--- src/rtl/rtc_evt_pkg.sv ---
package rtc_evt_pkg;

    typedef enum logic [1:0] {
        PG_HOLD  = 2'd0,
        PG_IDLE  = 2'd1,
        PG_COUNT = 2'd2
    } pgen_state_t;

    localparam logic [3:0] ALIAS_CODE1 = 4'd8;
    localparam logic [3:0] ALIAS_CODE2 = 4'd9;

    function automatic logic [3:0] eff_exp(input logic [3:0] code);
        logic [3:0] e;
        unique case (code)
            4'd1:    e = ALIAS_CODE1;
            4'd2:    e = ALIAS_CODE2;
            default: e = code;
        endcase
        return e;
    endfunction

endpackage

--- src/rtl/rtc_rate_gen.sv ---
module rtc_rate_gen
    import rtc_evt_pkg::*;
#(
    parameter int CNT_W = 15
) (
    input  logic       clk,
    input  logic       rst_n,
    input  logic       tick,
    input  logic       div_reset,
    input  logic [3:0] rate_sel,
    input  logic       sqw_en,
    output logic       fire,
    output logic       sqw
);
    pgen_state_t state_q, state_d;
    logic [CNT_W-1:0] cnt_q;
    logic [3:0]       rate_q;
    logic [3:0]       e;
    logic [CNT_W-1:0] last_cnt;
    logic [CNT_W-1:0] cnt_shift;
    logic             half_hi;

    // next-state logic
    always_comb begin
        state_d = state_q;
        unique case (state_q)
            PG_HOLD: begin
                if (!div_reset)
                    state_d = (rate_sel == 4'd0) ? PG_IDLE : PG_COUNT;
            end
            PG_IDLE: begin
                if (div_reset)              state_d = PG_HOLD;
                else if (rate_sel != 4'd0)  state_d = PG_COUNT;
            end
            PG_COUNT: begin
                if (div_reset)              state_d = PG_HOLD;
                else if (rate_sel == 4'd0)  state_d = PG_IDLE;
            end
            default: state_d = PG_HOLD;
        endcase
    end

    // state register
    always_ff @(posedge clk) begin
        if (!rst_n) state_q <= PG_HOLD;
        else        state_q <= state_d;
    end

    // period decode
    always_comb begin
        e         = eff_exp(rate_sel);
        last_cnt  = (CNT_W'(1) << (e - 4'd1)) - CNT_W'(1);
        cnt_shift = cnt_q >> (e - 4'd2);
        half_hi   = (e >= 4'd3) && cnt_shift[0];
    end

    // outputs: counter, event pulse, square wave
    always_ff @(posedge clk) begin
        if (!rst_n) begin
            cnt_q  <= '0;
            rate_q <= '0;
            fire   <= 1'b0;
            sqw    <= 1'b0;
        end else begin
            rate_q <= rate_sel;
            fire   <= 1'b0;
            if (state_q != PG_COUNT || rate_sel != rate_q) begin
                cnt_q <= '0;
            end else if (tick) begin
                if (cnt_q == last_cnt) begin
                    cnt_q <= '0;
                    fire  <= 1'b1;
                end else begin
                    cnt_q <= cnt_q + CNT_W'(1);
                end
            end
            sqw <= sqw_en && (state_q == PG_COUNT) && half_hi;
        end
    end

endmodule

--- src/rtl/rtc_flag_unit.sv ---
module rtc_flag_unit (
    input  logic       clk,
    input  logic       rst_n,
    input  logic       per_ev,
    input  logic       alm_ev,
    input  logic       upd_ev,
    input  logic       clr,
    input  logic       per_en,
    input  logic       alm_en,
    input  logic       upd_en,
    output logic [2:0] flags,
    output logic       req
);
    // flags = {periodic, alarm, update}
    logic [2:0] ev;

    always_comb ev = {per_ev, alm_ev, upd_ev};

    always_ff @(posedge clk) begin
        if (!rst_n) flags <= '0;
        else        flags <= ev | (flags & {3{~clr}});
    end

    always_comb req = |(flags & {per_en, alm_en, upd_en});

endmodule

--- src/rtl/rtc_reg_port.sv ---
module rtc_reg_port #(
    parameter logic [7:0] IDX_A   = 8'h0A,
    parameter logic [7:0] IDX_B   = 8'h0B,
    parameter logic [7:0] IDX_C   = 8'h0C,
    parameter logic [7:0] IDX_D   = 8'h0D,
    parameter logic [6:0] A_RST   = 7'h20,
    parameter logic [7:0] D_VALUE = 8'h80
) (
    input  logic       clk,
    input  logic       rst_n,
    input  logic       acc_sel,
    input  logic       wr_en,
    input  logic       rd_en,
    input  logic [7:0] wdata,
    input  logic       update_busy,
    input  logic [7:0] c_byte,
    output logic [7:0] rdata,
    output logic [7:0] idx_q,
    output logic [2:0] div_sel,
    output logic [3:0] rate_sel,
    output logic       b_halt,
    output logic       b_per_en,
    output logic       b_alm_en,
    output logic       b_upd_en,
    output logic       b_sqw_en,
    output logic       c_read
);
    logic [6:0] reg_a;
    logic [7:0] reg_b;
    logic [7:0] rd_mux;

    always_ff @(posedge clk) begin
        if (!rst_n) begin
            idx_q <= '0;
            reg_a <= A_RST;
            reg_b <= '0;
        end else if (wr_en) begin
            if (!acc_sel)            idx_q <= wdata;
            else if (idx_q == IDX_A) reg_a <= wdata[6:0];
            else if (idx_q == IDX_B) reg_b <= wdata;
        end
    end

    always_comb begin
        if      (idx_q == IDX_A) rd_mux = {update_busy, reg_a};
        else if (idx_q == IDX_B) rd_mux = reg_b;
        else if (idx_q == IDX_C) rd_mux = c_byte;
        else if (idx_q == IDX_D) rd_mux = D_VALUE;
        else                     rd_mux = 8'h00;
    end

    always_ff @(posedge clk) begin
        if (!rst_n)                 rdata <= '0;
        else if (rd_en && acc_sel)  rdata <= rd_mux;
    end

    always_comb begin
        c_read   = rd_en && acc_sel && (idx_q == IDX_C);
        div_sel  = reg_a[6:4];
        rate_sel = reg_a[3:0];
        b_halt   = reg_b[7];
        b_per_en = reg_b[6];
        b_alm_en = reg_b[5];
        b_upd_en = reg_b[4];
        b_sqw_en = reg_b[3];
    end

endmodule

--- src/rtl/rtc_event_ctrl.sv ---
module rtc_event_ctrl #(
    parameter int         MAX_EXP = 15,
    parameter logic [7:0] IDX_A   = 8'h0A,
    parameter logic [7:0] IDX_B   = 8'h0B,
    parameter logic [7:0] IDX_C   = 8'h0C,
    parameter logic [7:0] IDX_D   = 8'h0D
) (
    input  logic       clk,
    input  logic       rst_n,
    input  logic       tick_32k,
    input  logic       acc_sel,
    input  logic       wr_en,
    input  logic       rd_en,
    input  logic [7:0] wdata,
    output logic [7:0] rdata,
    input  logic       update_busy,
    input  logic       alarm_match,
    input  logic       update_done,
    output logic       irq,
    output logic       sqw_out,
    output logic       tod_run
);
    localparam int         CNT_W   = MAX_EXP;
    localparam logic [2:0] DIV_RUN = 3'b010;

    logic [7:0] idx_q;
    logic [2:0] div_sel;
    logic [3:0] rate_sel;
    logic       b_halt, b_per_en, b_alm_en, b_upd_en, b_sqw_en;
    logic       c_read;
    logic       pg_fire;
    logic       div_reset;
    logic [2:0] flag_vec;
    logic       req;
    logic [7:0] c_byte;

    always_comb begin
        div_reset = (div_sel[2:1] == 2'b11);
        c_byte    = {req, flag_vec, 4'b0000};
        tod_run   = (div_sel == DIV_RUN) && !b_halt;
        irq       = req;
    end

    rtc_reg_port #(
        .IDX_A(IDX_A), .IDX_B(IDX_B), .IDX_C(IDX_C), .IDX_D(IDX_D),
        .A_RST(7'h20), .D_VALUE(8'h80)
    ) u_port (
        .clk(clk), .rst_n(rst_n), .acc_sel(acc_sel), .wr_en(wr_en),
        .rd_en(rd_en), .wdata(wdata), .update_busy(update_busy),
        .c_byte(c_byte), .rdata(rdata), .idx_q(idx_q), .div_sel(div_sel),
        .rate_sel(rate_sel), .b_halt(b_halt), .b_per_en(b_per_en),
        .b_alm_en(b_alm_en), .b_upd_en(b_upd_en), .b_sqw_en(b_sqw_en),
        .c_read(c_read)
    );

    rtc_rate_gen #(.CNT_W(CNT_W)) u_rate (
        .clk(clk), .rst_n(rst_n), .tick(tick_32k), .div_reset(div_reset),
        .rate_sel(rate_sel), .sqw_en(b_sqw_en), .fire(pg_fire), .sqw(sqw_out)
    );

    rtc_flag_unit u_flags (
        .clk(clk), .rst_n(rst_n), .per_ev(pg_fire), .alm_ev(alarm_match),
        .upd_ev(update_done), .clr(c_read), .per_en(b_per_en),
        .alm_en(b_alm_en), .upd_en(b_upd_en), .flags(flag_vec), .req(req)
    );

endmodule

--- config.mk ---
export PLATFORM = sky130hd
export DESIGN_NAME = rtc_event_ctrl
export DESIGN_NICKNAME = d
export VERILOG_FILES = /design/src/rtl/rtc_evt_pkg.sv /design/src/rtl/rtc_rate_gen.sv /design/src/rtl/rtc_flag_unit.sv /design/src/rtl/rtc_reg_port.sv /design/src/rtl/rtc_event_ctrl.sv
export SDC_FILE = /design/constraint.sdc
export NUM_CORES = 1
export LEC_CHECK = 0
export CORE_MARGIN = 1
export CORE_UTILIZATION = 35
export DETAILED_ROUTE_END_ITERATION = 8
export HOLD_SLACK_MARGIN = 0.12
export PLACE_DENSITY_LB_ADDON = 0.05
export SYNTH_ARGS = -nofsm -noshare
export SYNTH_HDL_FRONTEND = slang
export SYNTH_SLANG_ARGS = --single-unit
--- constraint.sdc ---
create_clock -name clk -period 3.67 [get_ports clk]
set_input_delay 0.367 -clock clk [delete_from_list [all_inputs] [get_ports clk]]
set_output_delay 0.367 -clock clk [all_outputs]
set_load 0.02 [all_outputs]
==> summary.md <==
| Metric | Value |
|---|---|
| Pin count of the biggest net entering global routing | 41 |
| Min Tclk post-route | 3.377 ns |
| Post-DP HPWL | 6553 um |
| Clk buf depth | 2 |
| Final setup viols | 0 |
| Setup Buffers After CTS | 0 |
| Clk sinks | between 50 and 60 |
| CTS root buf | clkbuf_8 |
| Slew Limit Fails | 0 |
| IO Pins | 28 |
| Cell count after placement | about 550 |
| Vias in the first global route | about 2.9k |
| Post-Route Skew | 0.008667 ns |
| Worst Setup End Kind | register |
| Die Width | roughly 100 um |
| # rows | 36 |
| # DRC | 0 |
| Leak pwr | between 1 and 1.5 nW |
| First-pass GRT wire length | 15680 um |
| Most frequent cells after synthesis | 57 x dfxtp_1, 53 x nand2_1, 24 x a21oi_1, 23 x nor2b_1, 17 x clkbuf_1 |
| Nets | 445 |
| Number of buffers created by CTS | 9 |
| Fillers | around 1.0k |
| GRT Util Overall | 0.1972 |
| Area growth syn-to-layout | 14.06% |
| Sum Neg Setup Slack | 0 ns |
| Die Area | between 0.01 and 0.015 sq mm |
| Worst Path Buf+Inv | 1 |
| Register bit total from synthesis | between 50 and 60 |
| Avg Vias per Cell | between 5 and 6 |
| Max transition margin | 0.4201 |
| Synth Flop Type | dfxtp_1 |
| Synth area leaders | dfxtp_1 32%, nand2_1 5.6%, mux2i_1 4.5% |
| Layout cells sized above 1 | 0.1235 |
| Crit path kind | reg -> reg |
| Grt total ovfl | 0 |
| Detailed Route WL | about 9400 um |
| Count leader, synth | dfxtp_1 |
| Iter 0 DRT Violations | 134 |
| Fin Hold WS | approximately 0.47 ns |
| CP Launch Type | register |
| Status | completed |
| Via count | between 3k and 4k |
| Ys async rst share | 0 |
| CTS Hold Bufs | 0 |
| Final WS setup | around 0.29 ns |
| RSZ-0062 raised after global routing | false |
| Worst-path cell chain | or2_2, o21ai_0, ha_1, nor2_1, o21ai_0, ha_1, o311ai_0, or3_1, a21oi_2, nand4b_4, nor3_4, buf_4, nor3_1 |
| PortBufs | 27 |
| Top Family by Delay on Critical Path | simple AND/OR/NAND/NOR gates |
| WP data arrival | 3.56 ns |
| PD cells | between 300 and 400 mW/mm^2 |
| Slowest cell on the critical path | or3_1 |
| Initial antenna violation count | 0 |
| EDFF count, synth | 0 |
| MaxCap Viol Count | 0 |
| Worst-Skew Late Latency | between 0.3 and 0.4 ns |
| Diode count | 0 |
| Mean Syn Cell Area | approximately 8.6 sq um |
| Core area | around 0.0098 sq mm |
| Register area share after synthesis | 0.3206 |
| Fin crit share | 0.9201 |
| Reg clk slew, reported paths | 0.06 ns |
| Max VDD drop | between 200 and 250 uV |
| Final hold vios | 0 |
| Yosys synthesis warning count | 0 |
| Biggest area consumer among synthesized cells | dfxtp_1 |
| Mapped Area | ~0.0036 sq mm |
| Final std cells w/o fill | 562 |
| F_max | between 200 and 300 MHz |
| Worst-path fanout max | 11 |
| Syn_nets | 432 |
| Slew @ Worst Pin | ~0.87 ns |
| CP required | 3.86 ns |
| Post-CTS Resized | 0 |
| Post-synthesis cell type count | 73 |
| Final GP Congestion | around 0.84 |
| Synth Instances | 412 |
| Final ANT Viol Nets | 0 |
| Starting Density | 0.3625 |
| Wirelength per Cell | ~17 um |
| Share of the synthesized area in the top cell type | 0.3206 |
| Hold Crit Class | reg -> reg |
| CTS tree | built |
| Slowest cell delay on critical path | 0.43 ns |
| Die height | 102.9 um |
| H-tree depth | 3 |
| Drt pass-1 iters | 4 |
| Place WS | between 0.2 and 0.3 ns |
-- stage by stage --
stage	util	total power, mW	cell area, sq um
after detailed placement	0.3936	0.7382	3865
final	0.4135	1.321	4060
after floorplan	-	0.6966	3562
after global placement	0.3936	0.7375	3865
after global routing	0.4135	1.379	4060
after CTS	0.4135	1.339	4060
-- state kept, by name (all words and copies together) (netlist names), 2 cells and up --
register	cells
u_rate.cnt_q	15
u_port.idx_q	8
u_port.rdata	8
u_port.reg_b	8
u_port.reg_a	7
u_rate.rate_q	4
u_flags.flags	3
u_rate.state_q	2
-- metal layers --
layer,GRT usage,share of wire,vias to the layer above
met5,0,0,-
met4,0.08234,0.020,0
met3,0.04000,0.038,15
met2,0.3195,0.48,73
met1,0.2555,0.47,1419
li1,-,-,1515
-- path summary, 6_finish.rpt --
| path | start | endpoint | cells past startpoint | slack (ns) |
|---|---|---|---|---|
| setup / recovery | u_port.reg_a[2] | u_rate.cnt_q[14] | 13 | 0.29 |
| hold / removal | u_port.idx_q[4] | u_port.idx_q[4] | 2 | 0.47 |
| hold reg to reg | u_port.idx_q[4] | u_port.idx_q[4] | 2 | 0.47 |
| setup reg to reg | u_port.reg_a[2] | u_rate.cnt_q[14] | 13 | 0.29 |
-- area by class of cell --
type | count | area (sq um) | share of cell area
tap | 133 | 166.4 | 0.04099
inverter | 6 | 25.02 | 0.006163
clock buffer | 12 | 155.1 | 0.03821
clock inverter | 3 | 40.04 | 0.009861
sequential | 57 | 1141 | 0.2810
multi-input combinational | 315 | 2195 | 0.5405
timing repair buffer | 36 | 337.8 | 0.08321
-- worst register-to-register path: cells and delay by family (launching register included) --
kind            cells  cell delay, ns
compound gates      4            0.75
fa+ha+maj           2            0.59
buf+inv             1            0.24
flops               1            0.32
simple gates        6            1.34
-- kinds of logic (layout without fill, tap and decap cells) --
logic type      Yosys count  after routing  synth area share
fa+ha+maj                 3              3           0.01055
flops                    57             57            0.3206
buf+inv                  40             57           0.06292
compound gates          100            100            0.2011
mux                      18             18           0.05448
simple gates            169            169            0.2903
other cells               1              1          0.001053
xor+xnor                 24             24           0.05905
-- layout by cell type (no fill, tap or decap), types with 3 or more instances in the layout --
master / count
o211a_1: 8
and2_1: 5
nor4b_1: 4
clkdlybuf4s50_1: 27
mux2i_1: 16
nor2_1: 13
o221ai_1: 3
clkbuf_8: 11
a21oi_1: 24
a31oi_1: 5
xor2_1: 14
a22oi_1: 7
nand2_1: 53
nand2b_1: 4
a222oi_1: 3
and3b_1: 4
inv_1: 4
nor2b_1: 23
nor3_1: 5
dfxtp_1: 57
xnor2_1: 10
buf_4: 9
a21boi_0: 8
o21ai_0: 12
nand4_1: 6
nor3_2: 10
o211ai_1: 8
nand3_1: 10
ha_1: 3
and3_1: 6
-- report_power, final --
| group | internal [mW] | switching, mW |
|---|---|---|
| registers | 0.630 | 0.00729 |
| logic | 0.0432 | 0.0428 |
| clock network | 0.345 | 0.253 |
| total | 1.02 | 0.303 |
Power figures use the tool's default switching activity.
